===== config.mk =====
export PLATFORM = sky130hd
export DESIGN_NAME = page_owner_map
export DESIGN_NICKNAME = d
export VERILOG_FILES = /design/src/rtl/pomt_pkg.sv /design/src/rtl/pomt_store.sv /design/src/rtl/pomt_alloc.sv /design/src/rtl/pomt_resolve.sv /design/src/rtl/page_owner_map.sv
export SDC_FILE = /design/constraint.sdc
export NUM_CORES = 1
export LEC_CHECK = 0
export BUFFER_PORTS_ARGS = -buffer_cell sky130_fd_sc_hd__buf_2
export CAP_MARGIN = 40
export CORE_ASPECT_RATIO = 1.25
export CORE_UTILIZATION = 62
export CTS_CLUSTER_DIAMETER = 200
export DETAILED_ROUTE_END_ITERATION = 10
export PLACE_DENSITY_LB_ADDON = 0.3
export SETUP_SLACK_MARGIN = 0.02
export SLEW_MARGIN = 40
export SYNTH_ARGS = -nofsm -noshare
export SYNTH_HDL_FRONTEND = slang
export SYNTH_SLANG_ARGS = --single-unit

===== constraint.sdc =====
create_clock -name clk -period 7.7 [get_ports clk]
set_input_delay 1.54 -clock clk [delete_from_list [all_inputs] [get_ports clk]]
set_output_delay 1.54 -clock clk [all_outputs]
set_load 0.005 [all_outputs]

===== src/rtl/pomt_pkg.sv =====
// Shared types for the page owner mapping table.
package pomt_pkg;
    typedef enum logic [1:0] {
        RES_LOCAL  = 2'b00,
        RES_REMOTE = 2'b01,
        RES_MISS   = 2'b10,
        RES_TRAP   = 2'b11
    } res_kind_t;
endpackage


===== src/rtl/pomt_store.sv =====
// Entry storage with two associative match ports: one for lookups, one for fills.
// Assumes at most one valid entry per page (the fill path guarantees it).
module pomt_store #(
    parameter int ENTRIES = 16,
    parameter int VPN_W   = 20,
    parameter int TILE_W  = 4,
    localparam int IDX_W  = $clog2(ENTRIES)
) (
    input  logic              clk,
    input  logic              rst_n,
    input  logic              clr_all,
    input  logic              wr_en,
    input  logic [IDX_W-1:0]  wr_idx,
    input  logic [VPN_W-1:0]  wr_vpn,
    input  logic [TILE_W-1:0] wr_owner,
    input  logic              wr_repl,
    input  logic [VPN_W-1:0]  lk_vpn,
    input  logic [VPN_W-1:0]  fl_vpn,
    output logic              lk_hit,
    output logic [TILE_W-1:0] lk_owner,
    output logic              lk_repl,
    output logic              fl_hit,
    output logic [IDX_W-1:0]  fl_idx
);
    logic [ENTRIES-1:0] ent_valid;
    logic [VPN_W-1:0]   ent_vpn   [ENTRIES];
    logic [TILE_W-1:0]  ent_owner [ENTRIES];
    logic [ENTRIES-1:0] ent_repl;
    logic [ENTRIES-1:0] lk_vec;
    logic [ENTRIES-1:0] fl_vec;

    // Valid bits: reset and clear-all drop them, a write sets one.
    always_ff @(posedge clk) begin
        if (!rst_n) begin
            ent_valid <= '0;
        end else if (clr_all) begin
            ent_valid <= '0;
        end else if (wr_en) begin
            ent_valid[wr_idx] <= 1'b1;
        end
    end

    // Payload fields: written on fill, no reset needed.
    always_ff @(posedge clk) begin
        if (wr_en) begin
            ent_vpn[wr_idx]   <= wr_vpn;
            ent_owner[wr_idx] <= wr_owner;
            ent_repl[wr_idx]  <= wr_repl;
        end
    end

    // Per-entry comparators for both match ports.
    for (genvar g = 0; g < ENTRIES; g++) begin : g_cmp
        assign lk_vec[g] = ent_valid[g] && (ent_vpn[g] == lk_vpn);
        assign fl_vec[g] = ent_valid[g] && (ent_vpn[g] == fl_vpn);
    end

    // Lookup read-out: AND-OR mux over the one-hot match vector.
    always_comb begin
        lk_owner = '0;
        lk_repl  = 1'b0;
        for (int i = 0; i < ENTRIES; i++) begin
            lk_owner = lk_owner | (ent_owner[i] & {TILE_W{lk_vec[i]}});
            lk_repl  = lk_repl | (ent_repl[i] & lk_vec[i]);
        end
        lk_hit = |lk_vec;
    end

    // Fill match: encode the index of the entry that already holds the page.
    always_comb begin
        fl_idx = '0;
        for (int i = 0; i < ENTRIES; i++) begin
            if (fl_vec[i]) fl_idx = fl_idx | IDX_W'(i);
        end
        fl_hit = |fl_vec;
    end
endmodule


===== src/rtl/pomt_alloc.sv =====
// Write-slot choice for fills: reuse the matching entry, else take the
// round-robin victim and advance the pointer. Assumes fill_go already
// excludes cycles with an invalidate.
module pomt_alloc #(
    parameter int ENTRIES = 16,
    localparam int IDX_W  = $clog2(ENTRIES)
) (
    input  logic             clk,
    input  logic             rst_n,
    input  logic             fill_go,
    input  logic             fl_hit,
    input  logic [IDX_W-1:0] fl_idx,
    output logic [IDX_W-1:0] wr_idx
);
    logic [IDX_W-1:0] rr_ptr;

    // Round-robin pointer: moves only when a new entry is allocated.
    always_ff @(posedge clk) begin
        if (!rst_n) begin
            rr_ptr <= '0;
        end else if (fill_go && !fl_hit) begin
            rr_ptr <= (rr_ptr == IDX_W'(ENTRIES - 1)) ? '0 : rr_ptr + 1'b1;
        end
    end

    // Slot select: in-place update wins over allocation.
    always_comb begin
        wr_idx = fl_hit ? fl_idx : rr_ptr;
    end
endmodule


===== src/rtl/pomt_resolve.sv =====
// Turns the lookup match into the access decision and its strobes.
// Purely combinational; assumes hit is already gated by invalidates.
module pomt_resolve
    import pomt_pkg::*;
#(
    parameter int TILE_W = 4
) (
    input  logic              lk_valid,
    input  logic              lk_is_store,
    input  logic              hit,
    input  logic [TILE_W-1:0] owner,
    input  logic              repl,
    input  logic [TILE_W-1:0] tile_id,
    output res_kind_t         kind,
    output logic [TILE_W-1:0] res_owner,
    output logic              keep_local,
    output logic              abort_local,
    output logic              fwd_valid,
    output logic              fill_req,
    output logic              trap
);
    // Classify the access.
    always_comb begin
        kind      = RES_MISS;
        res_owner = tile_id;
        if (hit) begin
            if (repl) begin
                kind = lk_is_store ? RES_TRAP : RES_LOCAL;
            end else if (owner == tile_id) begin
                kind = RES_LOCAL;
            end else begin
                kind      = RES_REMOTE;
                res_owner = owner;
            end
        end
    end

    // Strobes, all gated by a valid lookup.
    always_comb begin
        keep_local  = lk_valid && (kind == RES_LOCAL);
        abort_local = lk_valid && (kind != RES_LOCAL);
        fwd_valid   = lk_valid && (kind == RES_REMOTE);
        fill_req    = lk_valid && (kind == RES_MISS);
        trap        = lk_valid && (kind == RES_TRAP);
    end
endmodule


===== src/rtl/page_owner_map.sv =====
// Page owner mapping table for one tile. Lookups are answered in the same
// cycle; fills and invalidates take effect at the next clock edge.
// An invalidate takes priority over a same-cycle fill and lookup.
module page_owner_map
    import pomt_pkg::*;
#(
    parameter int ENTRIES = 16,
    parameter int VPN_W   = 20,
    parameter int TILE_W  = 4
) (
    input  logic              clk,
    input  logic              rst_n,
    input  logic [TILE_W-1:0] tile_id,
    input  logic              lk_valid,
    input  logic [VPN_W-1:0]  lk_vpn,
    input  logic              lk_is_store,
    input  logic              barrier_cmd,
    input  logic              lock_acq_cmd,
    input  logic              fill_valid,
    input  logic [VPN_W-1:0]  fill_vpn,
    input  logic [TILE_W-1:0] fill_owner,
    input  logic              fill_repl,
    output logic [1:0]        res_kind,
    output logic [TILE_W-1:0] res_owner,
    output logic              keep_local,
    output logic              abort_local,
    output logic              fwd_valid,
    output logic [VPN_W-1:0]  fwd_vpn,
    output logic              fill_req,
    output logic [VPN_W-1:0]  fill_req_vpn,
    output logic [TILE_W-1:0] fill_req_owner,
    output logic              trap
);
    localparam int IDX_W = $clog2(ENTRIES);

    logic              clr_all;
    logic              fill_go;
    logic              st_hit;
    logic [TILE_W-1:0] st_owner;
    logic              st_repl;
    logic              fl_hit;
    logic [IDX_W-1:0]  fl_idx;
    logic [IDX_W-1:0]  wr_idx;
    res_kind_t         kind;

    // Either synchronisation command clears the table; fills yield to it.
    always_comb begin
        clr_all = barrier_cmd | lock_acq_cmd;
        fill_go = fill_valid & ~clr_all;
    end

    pomt_store #(.ENTRIES(ENTRIES), .VPN_W(VPN_W), .TILE_W(TILE_W)) u_store (
        .clk      (clk),
        .rst_n    (rst_n),
        .clr_all  (clr_all),
        .wr_en    (fill_go),
        .wr_idx   (wr_idx),
        .wr_vpn   (fill_vpn),
        .wr_owner (fill_owner),
        .wr_repl  (fill_repl),
        .lk_vpn   (lk_vpn),
        .fl_vpn   (fill_vpn),
        .lk_hit   (st_hit),
        .lk_owner (st_owner),
        .lk_repl  (st_repl),
        .fl_hit   (fl_hit),
        .fl_idx   (fl_idx)
    );

    pomt_alloc #(.ENTRIES(ENTRIES)) u_alloc (
        .clk     (clk),
        .rst_n   (rst_n),
        .fill_go (fill_go),
        .fl_hit  (fl_hit),
        .fl_idx  (fl_idx),
        .wr_idx  (wr_idx)
    );

    pomt_resolve #(.TILE_W(TILE_W)) u_resolve (
        .lk_valid    (lk_valid),
        .lk_is_store (lk_is_store),
        .hit         (st_hit & ~clr_all),
        .owner       (st_owner),
        .repl        (st_repl),
        .tile_id     (tile_id),
        .kind        (kind),
        .res_owner   (res_owner),
        .keep_local  (keep_local),
        .abort_local (abort_local),
        .fwd_valid   (fwd_valid),
        .fill_req    (fill_req),
        .trap        (trap)
    );

    // Output payloads: page carried with forward and fill request.
    always_comb begin
        res_kind       = kind;
        fwd_vpn        = fwd_valid ? lk_vpn : '0;
        fill_req_vpn   = fill_req ? lk_vpn : '0;
        fill_req_owner = tile_id;
    end
endmodule


# After elaboration in Yosys (flattened, before gate mapping)
# Memory sizes are Yosys's and may differ from the RTL's.
# Index checks and enable logic that the tools add are counted.
# Widths: inputs -> output; s select.
dict set report word_totals {
  register_bits 36
  ramBits 384
  input_bits 56
  out_inout_bits 55
  word_cells 189
  mem_count 2
}
# name depth width read_ports rd_clocked_by_memory_dff wr line
set memory_table {}
lappend memory_table {u_store.ent_vpn 16 20 16 0 1 pomt_store.sv:26} ;# logic [VPN_W-1:0] ent_vpn [ENTRIES];
lappend memory_table {u_store.ent_owner 16 4 16 0 1 pomt_store.sv:27} ;# logic [TILE_W-1:0] ent_owner [ENTRIES];
dict set report classes {
  n_addsub 1
  magnitude_cmp 2
  n_eq_ne 37
  n_mux 31
  n_bitwise 68
  reduce_logical 45
}
# cell count
set ops {}
lappend ops {{$eq 20x20->1} 32}
lappend ops {{$and 4x4->4} 16}
lappend ops {{$or 4x4->4} 15}
lappend ops {{$mux 4} 13}
lappend ops {{$mux 20} 2}
lappend ops {{$logic_and 1x1->1} 39}
lappend ops {{$reduce_or 16->1} 2}
lappend ops {{$and 1x1->1} 18}
lappend ops {{$bwmux 16} 1}
lappend ops {{$or 1x1->1} 16}
lappend ops {{$or 16x16->16} 1}
lappend ops {{$mux 3} 4}
lappend ops {{$mux 2} 5}
lappend ops {{$lt 4x5->1 const B} 1}
lappend ops {{$mux 1} 5}
lappend ops {{$add 4x1->4 const B} 1}
lappend ops {{$demux 1 s4} 1}
lappend ops {{$eq 2x2->1 const B} 2}
lappend ops {{$eq 4x4->1} 1}
lappend ops {{$eq 4x4->1 const B} 1}
lappend ops {{$ge 4x1->1 const B} 1}
lappend ops {{$eq 2x1->1 const B} 1}
lappend ops {{$logic_not 2->1} 1}
lappend ops {{$not 1->1} 2}
lappend ops {{3 further kinds} 3}

# Longest topological paths before layout
# An unclocked memory read counts as a cell.
dict set report logic_depth {
  ltp_word 26
  ltp_mapped 13
  depth_no_buf 9
}

# By module
# A second synthesis with hierarchy kept.
dict set report unflattened {
  cells_unflattened 1660
  area_unflattened_um2 22099.9
}
# module instances cells_per_inst area_per_inst_um2 seq_area_each_um2
set by_module_without_submodules {}
lappend by_module_without_submodules {pomt_store 1 1562 21317.9 12331.8}
lappend by_module_without_submodules {page_owner_map 1 51 339.1 0.0}
lappend by_module_without_submodules {pomt_alloc 1 23 249.0 80.1}
lappend by_module_without_submodules {pomt_resolve 1 24 193.9 0.0}

# Worst setup path after synthesis
# Ideal clock, no wire load.
dict set report synth_path {
  kind {input-to-reg}
  from {input port fill_vpn[7]}
  to {memory u_store.ent_owner[3][0] (enable)}
  setup_time_ns 0.448
  arrival_time_ns 5.392
  required_time_ns 7.252
  slack_ns 1.860
  cell_stages 10
  path_buffers 2
  cell_sequence {buf_2 > buf_2 > xnor2_1 > nand4_1 > nor4_1 > a22oi_1 > and4_1 > a31oi_1 > o211ai_1 > a211oi_1}
}
dict set report synth_between {
  elab_chain_len 18
  elab_cells_between_ends 49
  classes_between {16 x eq/ne; 16 x mux; 17 x reduce/logical}
}
# element line
set synth_rtl {}
lappend synth_rtl {{from (decl)} page_owner_map.sv:20} ;# input logic [VPN_W-1:0] fill_vpn,
lappend synth_rtl {{$eq 20x20->1} pomt_store.sv:55} ;# assign fl_vec[g] = ent_valid[g] && (ent_vpn[g] == fl_vpn);
lappend synth_rtl {{$logic_and 1x1->1} pomt_store.sv:55}
lappend synth_rtl {{$mux 1} pomt_store.sv:73} ;# if (fl_vec[i]) fl_idx = fl_idx | IDX_W'(i);
lappend synth_rtl {{$mux 2 (2 in series)} pomt_store.sv:73}
lappend synth_rtl {{$mux 3 (4 in series)} pomt_store.sv:73}
lappend synth_rtl {{$mux 4 (8 in series)} pomt_store.sv:73}
lappend synth_rtl {{$mux 4 (*)} pomt_alloc.sv:28} ;# wr_idx = fl_hit ? fl_idx : rr_ptr;
lappend synth_rtl {{to (decl)} pomt_store.sv:27}
# Every way passes the cells marked *; elsewhere a longest branch is shown, timed or not.

# Final worst setup path
dict set report layout_path {
  from {input port lk_vpn[6]}
  to {output port fwd_vpn[4]}
}
dict set report layout_between {
  elab_chain_len 25
  elab_cells_between_ends 103
  classes_between {18 x eq/ne; 4 x mux; 63 x bitwise; 18 x reduce/logical}
}
# element line
set layout_rtl {}
lappend layout_rtl {{from (decl)} page_owner_map.sv:15} ;# input logic [VPN_W-1:0] lk_vpn,
lappend layout_rtl {{$eq 20x20->1} pomt_store.sv:54} ;# assign lk_vec[g] = ent_valid[g] && (ent_vpn[g] == lk_vpn);
lappend layout_rtl {{$logic_and 1x1->1} pomt_store.sv:54}
lappend layout_rtl {{$and 4x4->4} pomt_store.sv:63} ;# lk_owner = lk_owner | (ent_owner[i] & {TILE_W{lk_vec[i]}});
lappend layout_rtl {{$or 4x4->4 (15 in series)} pomt_store.sv:63}
lappend layout_rtl {{$eq 4x4->1} pomt_resolve.sv:29} ;# end else if (owner == tile_id) begin
lappend layout_rtl {{$mux 1} pomt_resolve.sv:29}
lappend layout_rtl {{$mux 2} pomt_resolve.sv:27} ;# if (repl) begin
lappend layout_rtl {{$mux 2 (*)} pomt_resolve.sv:26} ;# if (hit) begin
lappend layout_rtl {{$eq 2x1->1 (*)} pomt_resolve.sv:42} ;# fwd_valid = lk_valid && (kind == RES_REMOTE);
lappend layout_rtl {{$logic_and 1x1->1 (*)} pomt_resolve.sv:42}
lappend layout_rtl {{$mux 20 (*)} page_owner_map.sv:98} ;# fwd_vpn = fwd_valid ? lk_vpn : '0;
lappend layout_rtl {{to (decl)} page_owner_map.sv:28} ;# output logic [VPN_W-1:0] fwd_vpn,
# Marked as above.

==> results_dict.tcl <==
set metrics [dict create \
    run_status "finished clean" \
    synth_async_sr_flop_share 0 \
    worst_hold_path.endpoint "u_store.ent_valid[4]" \
    synthesis.instances 1738 \
    crit_path_cell_trace "buf_2 > buf_4 > xor2_1 > nor4_1 > and2_1 > and2_1 > nor4_1 > a41oi_2 > o211ai_1 > a311oi_2 > buf_4 > and2_4 > buf_2" \
    worstHoldPathCells 1 \
    vias_per_cell 6.63 \
    final_net_count 1924 \
    synth-edff-count 400 \
    layout_commonest_cell "sky130_fd_sc_hd__xnor2_1" \
    drive_above_1_share 0.156 \
    synth_top_cell_area_share 0.539 \
    ios 111 \
    cts_htree_levels 2 \
    post_synth_and_or_nand_nor_area_fraction 0.129 \
    worst_margin_slew_ns 0.883 \
    mappedNetlistArea_mm2 0.0223 \
    shortest_period_the_worst_path_allows_ns 6.80 \
    wire_length_of_the_first_global_routing_pass_um 102000 \
    area_growth_pct 11.2 \
    cts-hold-fix-buffers 0 \
    numCtsBuffers 43 \
    die_area_mm2 0.0367 \
    synth_top_family_by_area "XOR/XNOR gates" \
    tns_ns 0 \
    finalPower_mw 4.94 \
    crit_path_largest_cell_delay_ns 0.69 \
    fmax_ghz 0.147 \
    antenna_found_initial 1 \
    timing.critical_path.slowest_stage_cell "sky130_fd_sc_hd__nor4_1" \
    worstReg2RegStart "u_store.ent_vpn[7][2]" \
    die_width_um 172 \
    drv_cap 0 \
    post_drt_wl_per_cell_um 29.9 \
    whs_ns 0.493 \
    groute.usage.overall 0.392 \
    max_slew_margin 0.411 \
    grt_start_max_net_pins 33 \
    power_density_mw_per_mm2 199 \
    clk-insertion-delay-late_ns 0.56 \
    fin_area_mm2 0.0248 \
    endpoint_of_the_most_critical_register_to_register_path "u_store.ent_vpn[10][14]" \
    timing.hold.worst.start "u_store.ent_valid[4]" \
    worstRegToRegCells 9 \
    die_height_um 214 \
    core_mm2 0.0354 \
    critical_path_arrival_ns 5.26 \
    ys_dominant_reg_cell "sky130_fd_sc_hd__edfxtp_1" \
    netlist-cell-type-count 54 \
    synth.area.mux_share 0.00135 \
    synthesized_flop_and_latch_total 420 \
    cts.sinks 420 \
    wirelength_um 70800 \
    clk_pin_slew_ns 0.06 \
    rsz0062_at_grt "false" \
    post_synth.cell_area_avg_um2 12.8 \
    yosysWarnings 0 \
    static_leak_nw 7.94 \
    cts_tree "done" \
    sum_of_buffers_and_inverters_on_the_critical_path 4 \
    first_pass_iters 8 \
    placer_s_final_routability_congestion_estimate 1.01 \
    nFillCells 2477 \
    core.rowCount 77 \
    synth.net_count 1795 \
    timing.hold.worst.class "register to register" \
    setup_viol 0 \
    post_cts_resize_count 0 \
    synthDominantAreaCellType "sky130_fd_sc_hd__edfxtp_1" \
    detail_route.iter0.violations 2393 \
    port_bufs 110 \
    synthTopCellsByArea "sky130_fd_sc_hd__edfxtp_1 54%, sky130_fd_sc_hd__xnor2_1 20%, sky130_fd_sc_hd__xor2_1 5.0%" \
    setup.reg_to_reg.worst_slack_ns 3.72 \
    synth-seq-area-share 0.557 \
    synth_xor_xnor_area_share 0.253 \
    postRouteAntennaNets 0 \
    post-route-drc-count 0 \
    finalMaxSlewViolations 0 \
    worst-setup-path-type "primary input to output port" \
    min_period_over_period 0.883 \
    startpoint_type "primary input" \
    critical_path.endpoint_type "output port" \
    finalHoldViolations 0 \
    final_cell_mix "515 x sky130_fd_sc_hd__xnor2_1, 400 x sky130_fd_sc_hd__edfxtp_1, 128 x sky130_fd_sc_hd__xor2_1, 125 x sky130_fd_sc_hd__nand3_1, 117 x sky130_fd_sc_hd__nand4_1" \
    max-clock-path-buffers 3 \
    path_max_fanout 21 \
    synth_compound_gate_area_share 0.0248 \
    post-cts-setup-buffers 0 \
    hpwl_um 47200 \
    diodes 0 \
    ir_worst_vdd_mv 0.155 \
    cpLargestDelayFamily "simple AND/OR/NAND/NOR gates" \
    fin_skew_ns 0.0191 \
    number_of_global_route_vias_before_repair 15502 \
    post_synth_fa_ha_maj_area_fraction 0.000561 \
    via_count 15738 \
    cp_data_required_time_ns 6.16 \
    grt_overflow_total 0 \
    clock_tree.root_cell "sky130_fd_sc_hd__clkbuf_16" \
    detailed_place.area_mm2 0.0235 \
    initial_utilization 0.631 \
]
-- through the flow --
| stage | util | worst slack [ns] | std cells |
|---|---|---|---|
| 5_1_grt | 0.701 | 0.781 | 2372 |
| 3_3_place_gp | 0.660 | 0.991 | 2292 |
| 3_5_place_dp | 0.663 | 1.04 | 2295 |
| 6_report | 0.701 | 0.901 | 2372 |
| 4_1_cts | 0.700 | 1.03 | 2371 |
| 2_1_floorplan | - | 1.86 | 1738 |
-- final cells by class --
cell class                      instances  area, um^2  share of cell area
Clock inverter                         15         123             0.00495
Timing Repair Buffer                  183        1190              0.0479
Tap cell                              474         593              0.0239
Multi-Input combinational cell       1201        9230               0.372
Clock buffer                           61        1170              0.0473
Sequential cell                       420       12400               0.501
Inverter                               18        67.6             0.00273
-- layer usage --
layer | GRT usage | wire length (um) | vias up
li1 | - | - | 6528
met1 | 0.511 | 25400 | 7744
met2 | 0.615 | 33100 | 1205
met3 | 0.0738 | 8030 | 259
met4 | 0.223 | 4340 | 2
met5 | 0 | 13 | -
-- synthesized netlist by cell type, drive strengths merged (3+ instances only) --
| library cell | number |
|---|---|
| xnor2 | 515 |
| edfxtp | 400 |
| xor2 | 128 |
| nand3 | 125 |
| nand4 | 117 |
| buf | 90 |
| nor4 | 74 |
| and2 | 55 |
| nand2 | 35 |
| and3 | 28 |
| nor2 | 21 |
| dfxtp | 20 |
| inv | 18 |
| o21a | 16 |
| a22oi | 11 |
| clkbuf | 9 |
| o2111ai | 9 |
| or4 | 7 |
| a21oi | 6 |
| a32o | 6 |
| nor2b | 6 |
| nor3 | 6 |
| mux2i | 3 |
| o211ai | 3 |
| o21ai | 3 |
| or2 | 3 |
-- cell families (layout without fill, tap and decap cells) --
kind of cell | Yosys count | after routing
xor+xnor | 643 | 643
simple gates | 484 | 484
flops | 420 | 420
buf+inv | 117 | 277
compound gates | 70 | 70
mux | 3 | 3
fa+ha+maj | 1 | 1
-- worst max-delay path by stage --
stage                      startpoint                      end  cells past startpoint
final                       lk_vpn[6]               fwd_vpn[4]                     13
after global routing        lk_vpn[5]              fwd_vpn[17]                     13
after CTS                  lk_vpn[15]              fwd_vpn[18]                     14
after detailed placement    lk_vpn[6]              fwd_vpn[18]                     13
after global placement     lk_vpn[10]         fill_req_vpn[18]                     11
after floorplan           fill_vpn[7]  u_store.ent_owner[3][0]                     10
-- worst register-to-register path: cells and delay by family, from the launching register on --
family / cells / cell delay [ns]
AOI/OAI and AO/OA: 2 / 0.74
xor gates and xnor gates: 1 / 0.26
buffers and inverters: 1 / 0.39
DFF: 1 / 0.43
and+or+nand+nor: 5 / 1.83
-- flip-flops by register name, indices dropped and copies added (netlist names) --
signal and count:
u_alloc.rr_ptr 4, u_store.ent_owner 64, u_store.ent_repl 16, u_store.ent_valid 16, u_store.ent_vpn 320
-- report_power, final --
group          internal (mW)  switching [mW]
combinational          0.149           0.282
sequential              2.50         0.00454
clock                   1.13           0.878
total                   3.78            1.16
Note: power is estimated with default switching activity, not from simulation.
